<file path="config.mk">
export PLATFORM = sky130hd
export DESIGN_NAME = dual_interval_timer
export DESIGN_NICKNAME = d
export VERILOG_FILES = /design/src/rtl/tmr_pkg.sv /design/src/rtl/tmr_channel.sv /design/src/rtl/tmr_rd_mux.sv /design/src/rtl/dual_interval_timer.sv
export SDC_FILE = /design/constraint.sdc
export NUM_CORES = 1
export LEC_CHECK = 0
export ABC_AREA = 1
export CAP_MARGIN = 10
export CORE_ASPECT_RATIO = 1.1
export CORE_UTILIZATION = 40
export CTS_BUF_LIST = sky130_fd_sc_hd__clkbuf_4
export DETAILED_ROUTE_END_ITERATION = 7
export PLACE_DENSITY = 0.69
export SLEW_MARGIN = 20
export SYNTH_ARGS = -nofsm -noshare
export SYNTH_HDL_FRONTEND = slang
export SYNTH_SLANG_ARGS = --single-unit
export TNS_END_PERCENT = 1
</file>
<file path="constraint.sdc">
create_clock -name clk -period 5.4 [get_ports clk]
set_clock_uncertainty 0.2 [all_clocks]
set_input_delay 0.54 -clock clk [delete_from_list [all_inputs] [get_ports clk]]
set_output_delay 0.54 -clock clk [all_outputs]
set_load 0.05 [all_outputs]
</file>
<file path="src/rtl/tmr_pkg.sv">
package tmr_pkg;
  localparam int N_TMR     = 2;
  localparam int N_REG     = 3;
  localparam int CTRL_W    = 2;
  localparam int OFS_COUNT = 0;
  localparam int OFS_CTRL  = 1;
  localparam int OFS_LIMIT = 2;

  // bit 1: pause while halted, bit 0: interrupt enable
  typedef struct packed {
    logic halt_gate;
    logic irq_en;
  } tmr_ctrl_t;
endpackage

</file>
<file path="src/rtl/tmr_channel.sv">
module tmr_channel
  import tmr_pkg::*;
#(
  parameter int DATA_W = 32
) (
  input  logic              clk,
  input  logic              rst,
  input  logic              halted,
  input  logic              cnt_we,
  input  logic              ctrl_we,
  input  logic              lim_we,
  input  logic [DATA_W-1:0] wr_data,
  output logic [DATA_W-1:0] cnt_q,
  output logic [DATA_W-1:0] lim_q,
  output tmr_ctrl_t         ctrl_q,
  output logic              irq
);
  logic pend_q;
  logic run;
  logic at_lim;

  assign run    = !(ctrl_q.halt_gate && halted);
  assign at_lim = (cnt_q == lim_q);

  always_ff @(posedge clk) begin
    if (rst) begin
      cnt_q  <= '0;
      lim_q  <= '0;
      ctrl_q <= '0;
      pend_q <= 1'b0;
    end else begin
      if (cnt_we)
        cnt_q <= wr_data;
      else if (run)
        cnt_q <= at_lim ? '0 : cnt_q + DATA_W'(1);

      if (lim_we)
        lim_q <= wr_data;

      if (ctrl_we) begin
        ctrl_q <= tmr_ctrl_t'(wr_data[CTRL_W-1:0]);
        pend_q <= 1'b0;
      end else if (run && at_lim && !cnt_we && ctrl_q.irq_en) begin
        pend_q <= 1'b1;
      end
    end
  end

  assign irq = pend_q & ctrl_q.irq_en;
endmodule

</file>
<file path="src/rtl/tmr_rd_mux.sv">
module tmr_rd_mux #(
  parameter int N_WORD = 6,
  parameter int DATA_W = 32
) (
  input  logic [N_WORD-1:0]        hit,
  input  logic [N_WORD*DATA_W-1:0] words,
  output logic [DATA_W-1:0]        rd_data
);
  always_comb begin
    rd_data = '0;
    for (int i = 0; i < N_WORD; i++)
      if (hit[i]) rd_data = rd_data | words[i*DATA_W +: DATA_W];
  end
endmodule

</file>
<file path="src/rtl/dual_interval_timer.sv">
module dual_interval_timer
  import tmr_pkg::*;
#(
  parameter int DATA_W  = 32,
  parameter int ADDR_W  = 12,
  parameter int T0_BASE = 'h21,
  parameter int T1_BASE = 'h100
) (
  input  logic              clk,
  input  logic              rst,
  input  logic              halted,
  input  logic              wr_en,
  input  logic [ADDR_W-1:0] addr,
  input  logic [DATA_W-1:0] wr_data,
  output logic [DATA_W-1:0] rd_data,
  output logic [1:0]        irq
);
  localparam int N_WORD = N_TMR * N_REG;

  logic [N_WORD-1:0]        hit;
  logic [N_WORD*DATA_W-1:0] words;

  for (genvar g = 0; g < N_TMR; g++) begin : g_tmr
    localparam logic [ADDR_W-1:0] BASE =
      (g == 0) ? ADDR_W'(T0_BASE) : ADDR_W'(T1_BASE);

    logic [DATA_W-1:0] cnt_q;
    logic [DATA_W-1:0] lim_q;
    tmr_ctrl_t         ctrl_q;
    logic              hit_cnt, hit_ctrl, hit_lim;

    assign hit_cnt  = (addr == BASE + ADDR_W'(OFS_COUNT));
    assign hit_ctrl = (addr == BASE + ADDR_W'(OFS_CTRL));
    assign hit_lim  = (addr == BASE + ADDR_W'(OFS_LIMIT));

    tmr_channel #(.DATA_W(DATA_W)) u_ch (
      .clk     (clk),
      .rst     (rst),
      .halted  (halted),
      .cnt_we  (wr_en && hit_cnt),
      .ctrl_we (wr_en && hit_ctrl),
      .lim_we  (wr_en && hit_lim),
      .wr_data (wr_data),
      .cnt_q   (cnt_q),
      .lim_q   (lim_q),
      .ctrl_q  (ctrl_q),
      .irq     (irq[g])
    );

    assign hit[g*N_REG + OFS_COUNT] = hit_cnt;
    assign hit[g*N_REG + OFS_CTRL]  = hit_ctrl;
    assign hit[g*N_REG + OFS_LIMIT] = hit_lim;
    assign words[(g*N_REG + OFS_COUNT)*DATA_W +: DATA_W] = cnt_q;
    assign words[(g*N_REG + OFS_CTRL)*DATA_W +: DATA_W]  =
      {{(DATA_W-CTRL_W){1'b0}}, ctrl_q};
    assign words[(g*N_REG + OFS_LIMIT)*DATA_W +: DATA_W] = lim_q;
  end

  tmr_rd_mux #(.N_WORD(N_WORD), .DATA_W(DATA_W)) u_rd (
    .hit     (hit),
    .words   (words),
    .rd_data (rd_data)
  );
endmodule

</file>
## Word-level counts from Yosys, hierarchy flattened

Cells that the tools add are included.

- $add $sub $neg: 2
- Reduce and logical (&&, ||, !) cells: 20
- Equal/unequal tests: 10
- Bitwise gates (word level): 7
- Multiplexer cells: 12

Operators by type and width:

| operator | number |
|---|---|
| 32-bit two-way mux | 12 |
| 32-bit OR | 3 |
| 32-bit by 1-bit adder with 32-bit output, second input constant | 2 |
| 32-bit equality test | 2 |
| 32-bit by 2-bit OR with 32-bit output | 2 |
| 12-bit by 6-bit equality test with 1-bit output, second input constant | 3 |
| 12-bit by 9-bit equality test with 1-bit output, second input constant | 3 |
| 1-bit logical AND | 14 |
| 1-bit logical NOT | 4 |
| 2-bit by 1-bit != test with 1-bit output, second input constant | 2 |
| 2-bit OR reduction | 2 |
| 1-bit AND | 2 |

- Input port bits: 48
- Output and inout port bits: 34
- Logic and storage cells: 61
- Bits in registers: 134

## Longest topological paths before layout

Gate-level depths: netlist of run 1.

- Word-level depth: 12
- Gate-level depth with buffers: 11
- Depth with buffers taken out: 11

## Cells and area by module

Synthesis of run 1 repeated with hierarchy kept, for this count alone.

- Cell total of the unflattened synthesis: 1,674
- Area, all modules: 9,828.2 um^2

By module, submodules not included:

| module | area an instance (um^2) | cells each | instances |
|---|---|---|---|
| tmr_channel | 3,982.6 | 609 | 2 |
| tmr_rd_mux | 1,644.1 | 402 | 1 |
| dual_interval_timer | 219.0 | 54 | 1 |

## Least setup slack after synthesis of run 1

Ideal clock, no wire load.

- Path kind: in2out
- From: input addr[7]
- To: output rd_data[0]
- Buffers on the path: 1
- Path slack: 2.452 ns
- Cell stages on the path: 6
- Required time: 4.660 ns
- Arrival time: 2.208 ns
- Cell sequence: nor2_1 > nand2_1 > nor3_4 > nand2_1 > clkbuf_1 > o221ai_1

- Cells in the longest elaborated chain, start to end: 12
- Elaborated cells on any way between the ends: 17
- Those cells by class: eq/ne (6); mux (6); bitwise (5)

Ends and longest elaborated chain:

| item | line | text |
|---|---|---|
| start: declaration | dual_interval_timer.sv:13 | `input logic [ADDR_W-1:0] addr,` |
| 12-bit by 6-bit equality test with 1-bit output | dual_interval_timer.sv:32 | `assign hit_cnt = (addr == BASE + ADDR_W'(OFS_COUNT));` |
| 32-bit two-way mux | tmr_rd_mux.sv:12 | `if (hit[i]) rd_data = rd_data \| words[i*DATA_W +: DATA_W];` |
| 32-bit by 2-bit OR with 32-bit output | tmr_rd_mux.sv:12 |  |
| 32-bit two-way mux | tmr_rd_mux.sv:12 |  |
| 32-bit OR | tmr_rd_mux.sv:12 |  |
| 32-bit two-way mux | tmr_rd_mux.sv:12 |  |
| 32-bit OR | tmr_rd_mux.sv:12 |  |
| 32-bit two-way mux | tmr_rd_mux.sv:12 |  |
| 32-bit by 2-bit OR with 32-bit output | tmr_rd_mux.sv:12 |  |
| 32-bit two-way mux | tmr_rd_mux.sv:12 |  |
| 32-bit OR | tmr_rd_mux.sv:12 |  |
| 32-bit two-way mux (*) | tmr_rd_mux.sv:12 |  |
| end: declaration | dual_interval_timer.sv:15 | `output logic [DATA_W-1:0] rd_data,` |

Mark *: on every way between the ends. The rest lies on a longest branch, timed or not.

## Worst setup path in the final report of run 1

- From: input addr[7]
- To: output rd_data[22]

Same word-level chain as after synthesis.

==> results of run 1 <==
[power groups by stage]
stage / Sequential, W / Combinational (W) / Clock, W
after floorplan: 0.00101 / 0.0000377 / 0
after global placement: 0.00101 / 0.000103 / 0
after CTS: 0.000989 / 0.000103 / 0.000693
after detailed placement: 0.00101 / 0.000102 / 0
final: 0.000989 / 0.000107 / 0.000692
after global routing: 0.000989 / 0.000113 / 0.000743
[routing by layer]
metal	global-route usage, %	up-vias	wire [µm]
met5	0	-	0
met4	11.0	0	1020
met3	5.31	60	2940
met2	42.8	455	14400
met1	40.4	4525	14800
li1	-	4934	-
[layout make-up]
class	instances	area [µm²]	area share, %
multi-input combinational	956	4950	47.4
antenna	3	7.51	0.0719
tap	295	369	3.54
clock inverter	14	136	1.31
inverter	335	1260	12.1
timing repair buffer	93	896	8.59
clock buffer	18	135	1.29
sequential	134	2680	25.7
[sequential cells by signal, indices dropped and copies added (netlist names)]
signal / cells
g_tmr.u_ch.cnt_q: 64
g_tmr.u_ch.pend_q: 2
g_tmr.u_ch.ctrl_q: 4
g_tmr.u_ch.lim_q: 64
[layout by cell type (no fill, tap or decap)]
master             n
nand3_4            1
nand2_2            2
nor3_2             1
o221ai_1          32
clkinvlp_4         5
inv_1            334
nor3_4             1
dfxtp_1          134
ha_1               2
nor2_1           118
o22ai_1           98
bufinv_16          2
clkbuf_4          18
o21ai_0           70
clkinv_2           6
diode_2            3
a21oi_1          134
nand2_4            1
clkdlybuf4s50_1   80
clkinv_4           1
nor2_2             5
and2_1             1
nand3_1           39
nand4_1           77
nand2_1          296
inv_2              1
xnor2_1           44
buf_4             12
nand3_2            3
nor3_1             3
xor2_1            28
buf_2              1
[cells in the mapped netlist (all sizes together)]
cell type / instances
inv: 335
nand2: 299
a21oi: 134
dfxtp: 134
nor2: 123
o22ai: 98
nand4: 77
o21ai: 70
clkbuf: 47
xnor2: 44
nand3: 43
o221ai: 32
xor2: 28
buf: 25
nor3: 5
ha: 2
and2: 1
[worst max-delay path: stages]
cell	delay (ps)
clkdlybuf4s50_1	410
nor2_1	140
nand2_1	120
nor3_4	290
nand2_1	700
buf_4	430
o221ai_1	180
clkdlybuf4s50_1	850
[kinds of logic after synthesis]
| logic type | Yosys count |
|---|---|
| AND/OR/NAND/NOR | 548 |
| AO/OA/AOI/OAI | 334 |
| adder cells (fa/ha/maj) | 2 |
| buffers and inverters | 407 |
| flip-flops | 134 |
| XOR/XNOR | 72 |
[worst max path at each step]
stage	to	depth (start not counted)	from
5_1_grt	rd_data[18]	8	addr[7]
2_1_floorplan	rd_data[0]	6	addr[7]
3_5_place_dp	rd_data[18]	8	addr[7]
4_1_cts	rd_data[22]	8	addr[7]
3_3_place_gp	rd_data[22]	8	addr[7]
6_report	rd_data[22]	8	addr[7]
[per-stage QoR]
step	power [W]	util (%)	cells
6_report	0.00179	46.7	1848
5_1_grt	0.00185	46.7	1848
4_1_cts	0.00178	46.7	1845
3_5_place_dp	0.00111	45.5	1813
3_3_place_gp	0.00111	45.5	1813
2_1_floorplan	0.00105	-	1497
==> flow_metrics.tcl, run 1 <==
set metrics [dict create \
    hold_buffers 0 \
    cts_buffer_depth 2 \
    core_area_um2 22300 \
    worst_pin_slew_ps 1130 \
    worstSkewPairLatency_ps 590 \
    die_area_um2 23600 \
    synth_top_family_by_area "simple AND/OR/NAND/NOR gates" \
    yosys_warnings 0 \
    drv_slew 0 \
    min_from "g_tmr[1].u_ch.pend_q$_SDFFE_PP0P_" \
    p_leak_nw 3.81 \
    grt_max_degree 71 \
    clkSinkCount 134 \
    switching_share_pct 27.2 \
    grt_pass1_wl_um 51900 \
    grt_use_total_pct 28.6 \
    cts_tree "done" \
    detail_route.wl_per_cell_um 17.9 \
    ys_seq_elements 134 \
    synth-xor-area-share_pct 6.87 \
    fillers 2332 \
    setup_violations 0 \
    fin_setup_tns_ps 0 \
    crit_path_end_kind "output port" \
    vias_per_cell 5.40 \
    ctsResizeCount 0 \
    synthCells 1497 \
    drt_iter0_markers 1415 \
    port_buffers 81 \
    finalCritPeriodShare_pct 81.9 \
    antenna_found_initial 3 \
    synth-seq-area-share_pct 29.2 \
    critPathMaxFanout 27 \
    place_area_um2 10100 \
    hold_depth 2 \
    synth_largest_area_cell "dfxtp_1" \
    ant_nets 0 \
    dr.pass1.iters 6 \
    r2r-end "g_tmr[0].u_ch.cnt_q[15]$_SDFFE_PP0P_" \
    vdd_ir_drop_max_v 0.000112 \
    synthMuxAreaShare_pct 0 \
    gp_congestion 0.955 \
    fin_ws_ps 975 \
    hold-worst-slack_ps 255 \
    routed-via-count 9974 \
    pwr-share-comb_pct 6.0 \
    grt_remaining_overflow 0 \
    synth.distinct_cells 27 \
    wirelength_um 33100 \
    finalNetCount 1587 \
    p_sw_w 0.000486 \
    synthTopCellsByArea "dfxtp_1, inv_1, nand2_1, a21oi_1, o22ai_1" \
    synthesis.nets 1547 \
    critical_path_class "input pin to output port" \
    start_util_pct 41.1 \
    fmax_mhz 226 \
    rows 57 \
    cap_viol_max_count 0 \
    final_cell_area_um2 10400 \
    cts_setup_buffers 0 \
    rsz0062_at_grt "no" \
    worstReg2RegStart "g_tmr[0].u_ch.cnt_q[27]$_SDFFE_PP0P_" \
    hold_viol_final 0 \
    start_kind "input pin" \
    r2r_cells 10 \
    critPathArrivalTime_ps 3690 \
    cts_max_level 4 \
    numCtsBuffers 17 \
    grt_pass1_vias 9129 \
    dp_slack_ps 1020 \
    place_hpwl_um 24600 \
    clock-root-buffer "clkbuf_4" \
    layout-drive-gt1-share_pct 3.87 \
    path_clk_slew_ps 110 \
    syn2layout_area_growth_pct 13.7 \
    internal_power_w 0.00130 \
    pin_count 82 \
    netlist_area_um2 9180 \
    synth-simple-area-share_pct 25.7 \
    seq_power_share_pct 55.3 \
    clkPwrFrac_pct 38.7 \
    power_density_nw_per_um2 171 \
    status "finished clean" \
    dieWidth_um 146 \
    hold_end "g_tmr[1].u_ch.pend_q$_SDFFE_PP0P_" \
    drc_errors 0 \
    synth_top_area_share_pct 29.2 \
    post-route-min-period_ps 4430 \
    slew_headroom_pct 24.2 \
    reg2reg_slack_ps 2980 \
    synth_compound_area_share_pct 20.9 \
    critPathRequiredTime_ps 4660 \
    synthAdderAreaFrac_pct 0.273 \
    syn_avg_cell_area_um2 6.13 \
    die_h_um 161 \
    hold_path.class "flip-flop to flip-flop" \
]
(Power assumes the default switching activity.)
==> run 2: changes to the inputs <==
==> constraint.sdc (replaced) <==
create_clock -name clk -period 4.2 [get_ports clk]
set_clock_uncertainty 0.2 [all_clocks]
set_input_delay 0.42 -clock clk [delete_from_list [all_inputs] [get_ports clk]]
set_output_delay 0.42 -clock clk [all_outputs]
set_load 0.05 [all_outputs]
==> run 2 against run 1 <==
- cell area grew 4.3%
- non-clock buffer count rose by 2
- sequential share of layout area down 1.1 points
- critical path type unchanged
- cell count barely moved
- count of clock-buffer cells in the layout is 1 lower
- clock power up 68%
- sequential power is 28% higher
- combinational power grew 32%
- wire length shrank 1.8%
- utilization is 2.0 points higher
==> flow_metrics.tcl, run 2 (synthesis results as in run 1) <==
set metrics [dict create \
    final_cell_area_um2 10900 \
    cts_max_level 4 \
    power.total_w 0.00257 \
    crit_path_end_kind "output port" \
    worstSkewPairLatency_ps 570 \
    power_density_nw_per_um2 236 \
    routed-via-count 9955 \
    cts_setup_buffers 0 \
    dp.cells 1815 \
    mostFrequentLayoutCells "inv_1, nand2_1, a21oi_1, dfxtp_1, nor2_1" \
    hold_end "g_tmr[0].u_ch.pend_q$_SDFFE_PP0P_" \
    grt_use_total_pct 27.7 \
    start_util_pct 41.1 \
    r2r_cells 10 \
    final_common_cell "inv_1" \
    dr.pass1.iters 6 \
    critPathRequiredTime_ps 3580 \
    critical_path_class "input pin to output port" \
    drc_errors 0 \
    crit_family "buffers and inverters" \
    port_buffers 81 \
    r2r-end "g_tmr[0].u_ch.cnt_q[2]$_SDFFE_PP0P_" \
    path_clk_slew_ps 120 \
    wirelength_um 32500 \
    crit_path_top_delay_cell "clkdlybuf4s50_1" \
    fillers 2246 \
    place_area_um2 10500 \
    reg2reg_slack_ps 1810 \
    start_kind "input pin" \
    detail_route.wl_per_cell_um 17.6 \
    place_hpwl_um 24400 \
    utilization_pct 48.8 \
    drt_iter0_markers 1125 \
    hold_path.class "flip-flop to flip-flop" \
    ant_nets 0 \
    syn2layout_area_growth_pct 18.6 \
    clock-root-buffer "clkbuf_4" \
    hold_depth 2 \
    drv_slew 0 \
    rows 57 \
    hold_viol_final 0 \
    cts_tree "done" \
    grt_remaining_overflow 0 \
    layout-drive-gt1-share_pct 6.06 \
    fmax_mhz 313 \
    status "finished clean" \
    critPathMaxFanout 32 \
    cts_buffer_depth 2 \
    crit_chain "clkdlybuf4s50_1, inv_1, nor3_1, nand2_1, buf_4, o221ai_1, buf_12" \
    die_h_um 161 \
    cp-startpoint "addr[1]" \
    worst_pin_slew_ps 818 \
    grt_pass1_vias 8926 \
    worstReg2RegStart "g_tmr[0].u_ch.cnt_q[27]$_SDFFE_PP0P_" \
    gp_congestion 0.997 \
    core_area_um2 22300 \
    ctsResizeCount 0 \
    crit_cells 7 \
    min_from "g_tmr[0].u_ch.pend_q$_SDFFE_PP0P_" \
    finalCritPeriodShare_pct 76.0 \
    slew_headroom_pct 45.4 \
    die_area_um2 23600 \
    antenna_found_initial 1 \
    final_cell_count_no_fill 1847 \
    dieWidth_um 146 \
    setup_violations 0 \
    critPathBufInv 4 \
    grt_max_degree 65 \
    vdd_ir_drop_max_v 0.000137 \
    seqCellArea_um2 2680 \
    p_leak_nw 4.03 \
    max_stage_delay_ps 520 \
    cap_viol_max_count 0 \
    critPathArrivalTime_ps 2570 \
    fin_setup_tns_ps 0 \
    numCtsBuffers 17 \
    pin_count 82 \
    grt_pass1_wl_um 50400 \
    multi_input_area_um2 4950 \
    reg.largest.list "g_tmr.u_ch.cnt_q x64, g_tmr.u_ch.lim_q x64, g_tmr.u_ch.ctrl_q x4" \
    clkSinkCount 134 \
    rsz0062_at_grt "no" \
    post-route-min-period_ps 3190 \
    vias_per_cell 5.39 \
    finalNetCount 1589 \
    hold_buffers 0 \
]
[run 2: metal layers]
layer	share of wire, %	GRT usage, %	vias up	routed length, µm
met5	0	0	-	0
met4	2.8	9.80	0	910
met3	9.3	5.94	51	3020
met2	44	41.6	480	14300
met1	44	38.8	4492	14300
li1	-	-	4932	-
[run 2: worst max-delay path by stage]
stage / endpoint
after floorplan: rd_data[0]
after global placement: rd_data[13]
after detailed placement: g_tmr[1].u_ch.cnt_q[7]$_SDFFE_PP0P_
after CTS: rd_data[12]
after global routing: rd_data[12]
final: rd_data[15]
[run 2: tightest hold or removal path: stages, from the launching register on]
cell	delay [ps]
dfxtp_1	330
inv_1	50
a21oi_1	50
[run 2: metrics by stage]
step	setup slack [ps]	hold WS (ps)
final	1010	256
after global routing	821	283
after CTS	1070	260
after detailed placement	1050	242
after global placement	1050	238
after floorplan	1490	226
[run 2: layout make-up]
cell class,instances,share of cell area (%)
multi-input combinational,956,45.4
clock inverter,14,2.35
tap,295,3.39
inverter,335,11.6
clock buffer,17,1.17
antenna,1,0.0230
sequential,134,24.6
timing repair buffer,95,11.4
[run 2: power by group]
group / internal, W / switching [W]
logic: 0.0000518 / 0.0000892
clock network: 0.000646 / 0.000514
registers: 0.00127 / 0.000000385
==> run 3: changes to the inputs <==
==> constraint.sdc (replaced) <==
create_clock -name clk -period 3 [get_ports clk]
set_clock_uncertainty 0.2 [all_clocks]
set_input_delay 0.3 -clock clk [delete_from_list [all_inputs] [get_ports clk]]
set_output_delay 0.3 -clock clk [all_outputs]
set_load 0.05 [all_outputs]
==> run 3 against run 2 <==
- combinational power up 43%
- worst hold slack worse by 190 ps
- sequential power up 40%
- non-clock buffer count up 7
- critical path type unchanged
==> flow_metrics.tcl, run 3 (synthesis results as in run 1) <==
set metrics [dict create \
    status "finished clean" \
    port_buffers 81 \
    grt_pass1_wl_um 52300 \
    cts_max_level 4 \
    cts_tree "done" \
    routed-via-count 10153 \
    drv_slew 0 \
    drc_errors 0 \
    detail_route.wl_per_cell_um 18.1 \
    critPathArrivalTime_ps 2390 \
    core_area_um2 22300 \
    wl_met2_um 15000 \
    reg.largest.list "g_tmr.u_ch.cnt_q x64, g_tmr.u_ch.lim_q x64, g_tmr.u_ch.ctrl_q x4" \
    min_from "rst" \
    vdd_ir_drop_max_v 0.000184 \
    cp-startpoint "addr[1]" \
    cts_setup_buffers 0 \
    die_h_um 161 \
    dr.pass1.iters 5 \
    post-route-min-period_ps 2890 \
    die_area_um2 23600 \
    antenna_found_initial 2 \
    fmax_mhz 347 \
    ctsResizeCount 0 \
    start_util_pct 41.1 \
    place_hpwl_um 25000 \
    clkSinkCount 134 \
    critical_path_class "input pin to output port" \
    hold_path.class "input pin to flip-flop" \
    mostFrequentLayoutCells "inv_1, nand2_1, a21oi_1, dfxtp_1, nor2_1" \
    dp.cells 1822 \
    crit_path_top_delay_cell "clkdlybuf4s50_1" \
    layout-drive-gt1-share_pct 6.22 \
    vias_per_cell 5.47 \
    worstSkewPairLatency_ps 590 \
    clock-root-buffer "clkbuf_4" \
    grt_pass1_vias 9320 \
    crit_path_end_kind "output port" \
    gp_congestion 0.952 \
    path_common_cell "inv_1" \
    crit_family "buffers and inverters" \
    wirelength_um 33600 \
    rsz0062_at_grt "no" \
    cap_viol_max_count 0 \
    hold_buffers 0 \
    pin_count 82 \
    p_leak_nw 4.06 \
    fin_setup_tns_ps 0 \
    final_common_cell "inv_1" \
    drt-met1-wl_um 15100 \
    worstReg2RegStart "g_tmr[0].u_ch.cnt_q[27]$_SDFFE_PP0P_" \
    ant_nets 0 \
    power_density_nw_per_um2 299 \
    grt_remaining_overflow 0 \
    critPathMaxFanout 32 \
    setup_violations 0 \
    dieWidth_um 146 \
    grt_max_degree 65 \
    critPathBufInv 5 \
    slew_headroom_pct 44.6 \
    syn2layout_area_growth_pct 19.2 \
    final_cell_count_no_fill 1856 \
    path_clk_slew_ps 120 \
    grt_use_total_pct 28.7 \
    worst_pin_slew_ps 831 \
    wl_met3_um 2690 \
    hold_viol_final 0 \
    crit_chain "clkdlybuf4s50_1, inv_1, nor3_1, nand2_1, buf_4, o22ai_1, inv_1, o221ai_1, buf_12" \
    start_kind "input pin" \
    cts_buffer_depth 2 \
    finalCritPeriodShare_pct 96.2 \
    critPathRequiredTime_ps 2500 \
    top_layer "met4" \
    finalNetCount 1596 \
    numCtsBuffers 17 \
    drt_iter0_markers 1140 \
    max_stage_delay_ps 510 \
    rows 57 \
]
-- run 3: path summary, 6_finish.rpt --
kind                                          to  slack, ps  cells past startpoint
max                                  rd_data[14]        110                      9
min            g_tmr[1].u_ch.pend_q$_SDFFE_PP0P_         70                      4
max reg2reg  g_tmr[0].u_ch.cnt_q[5]$_SDFFE_PP0P_        700                     11
min reg2reg    g_tmr[1].u_ch.pend_q$_SDFFE_PP0P_        250                      2
-- run 3: tightest hold or removal path: stages --
cell	delay (ps)
buf_2	90
inv_1	230
nand2_1	150
a21oi_1	40
-- run 3: routing by layer --
layer | vias up | track usage (%)
met5 | - | 0
met1 | 4705 | 40.1
li1 | 4948 | -
met2 | 449 | 44.5
met3 | 51 | 5.03
met4 | 0 | 9.04
-- run 3: final cells by class --
| cell class | count | area [µm²] |
|---|---|---|
| Sequential cell | 134 | 2680 |
| Inverter | 335 | 1260 |
| Antenna cell | 2 | 5.00 |
| Tap cell | 295 | 369 |
| Multi-Input combinational cell | 956 | 4940 |
| Fill cell | 2297 | 11400 |
| Clock inverter | 15 | 163 |
| Timing Repair Buffer | 102 | 1400 |
| Clock buffer | 17 | 128 |
-- run 3: metrics by stage --
stage          util, %  hold slack [ps]  instance area (µm²)  power [W]  setup slack (ps)
2_1_floorplan        -              226                 9180    0.00189               532
3_3_place_gp      47.7              238                10600    0.00201               209
3_5_place_dp      47.7              238                10600    0.00201               209
4_1_cts           49.0             30.9                10900    0.00329               191
5_1_grt           49.0             60.7                10900    0.00336              4.76
6_report          49.0             66.5                10900    0.00328               114
-- run 3: where the power goes --
part,switching [W],internal (W)
Combinational,0.000126,0.0000749
Clock,0.000733,0.000563
Sequential,0.000000573,0.00178
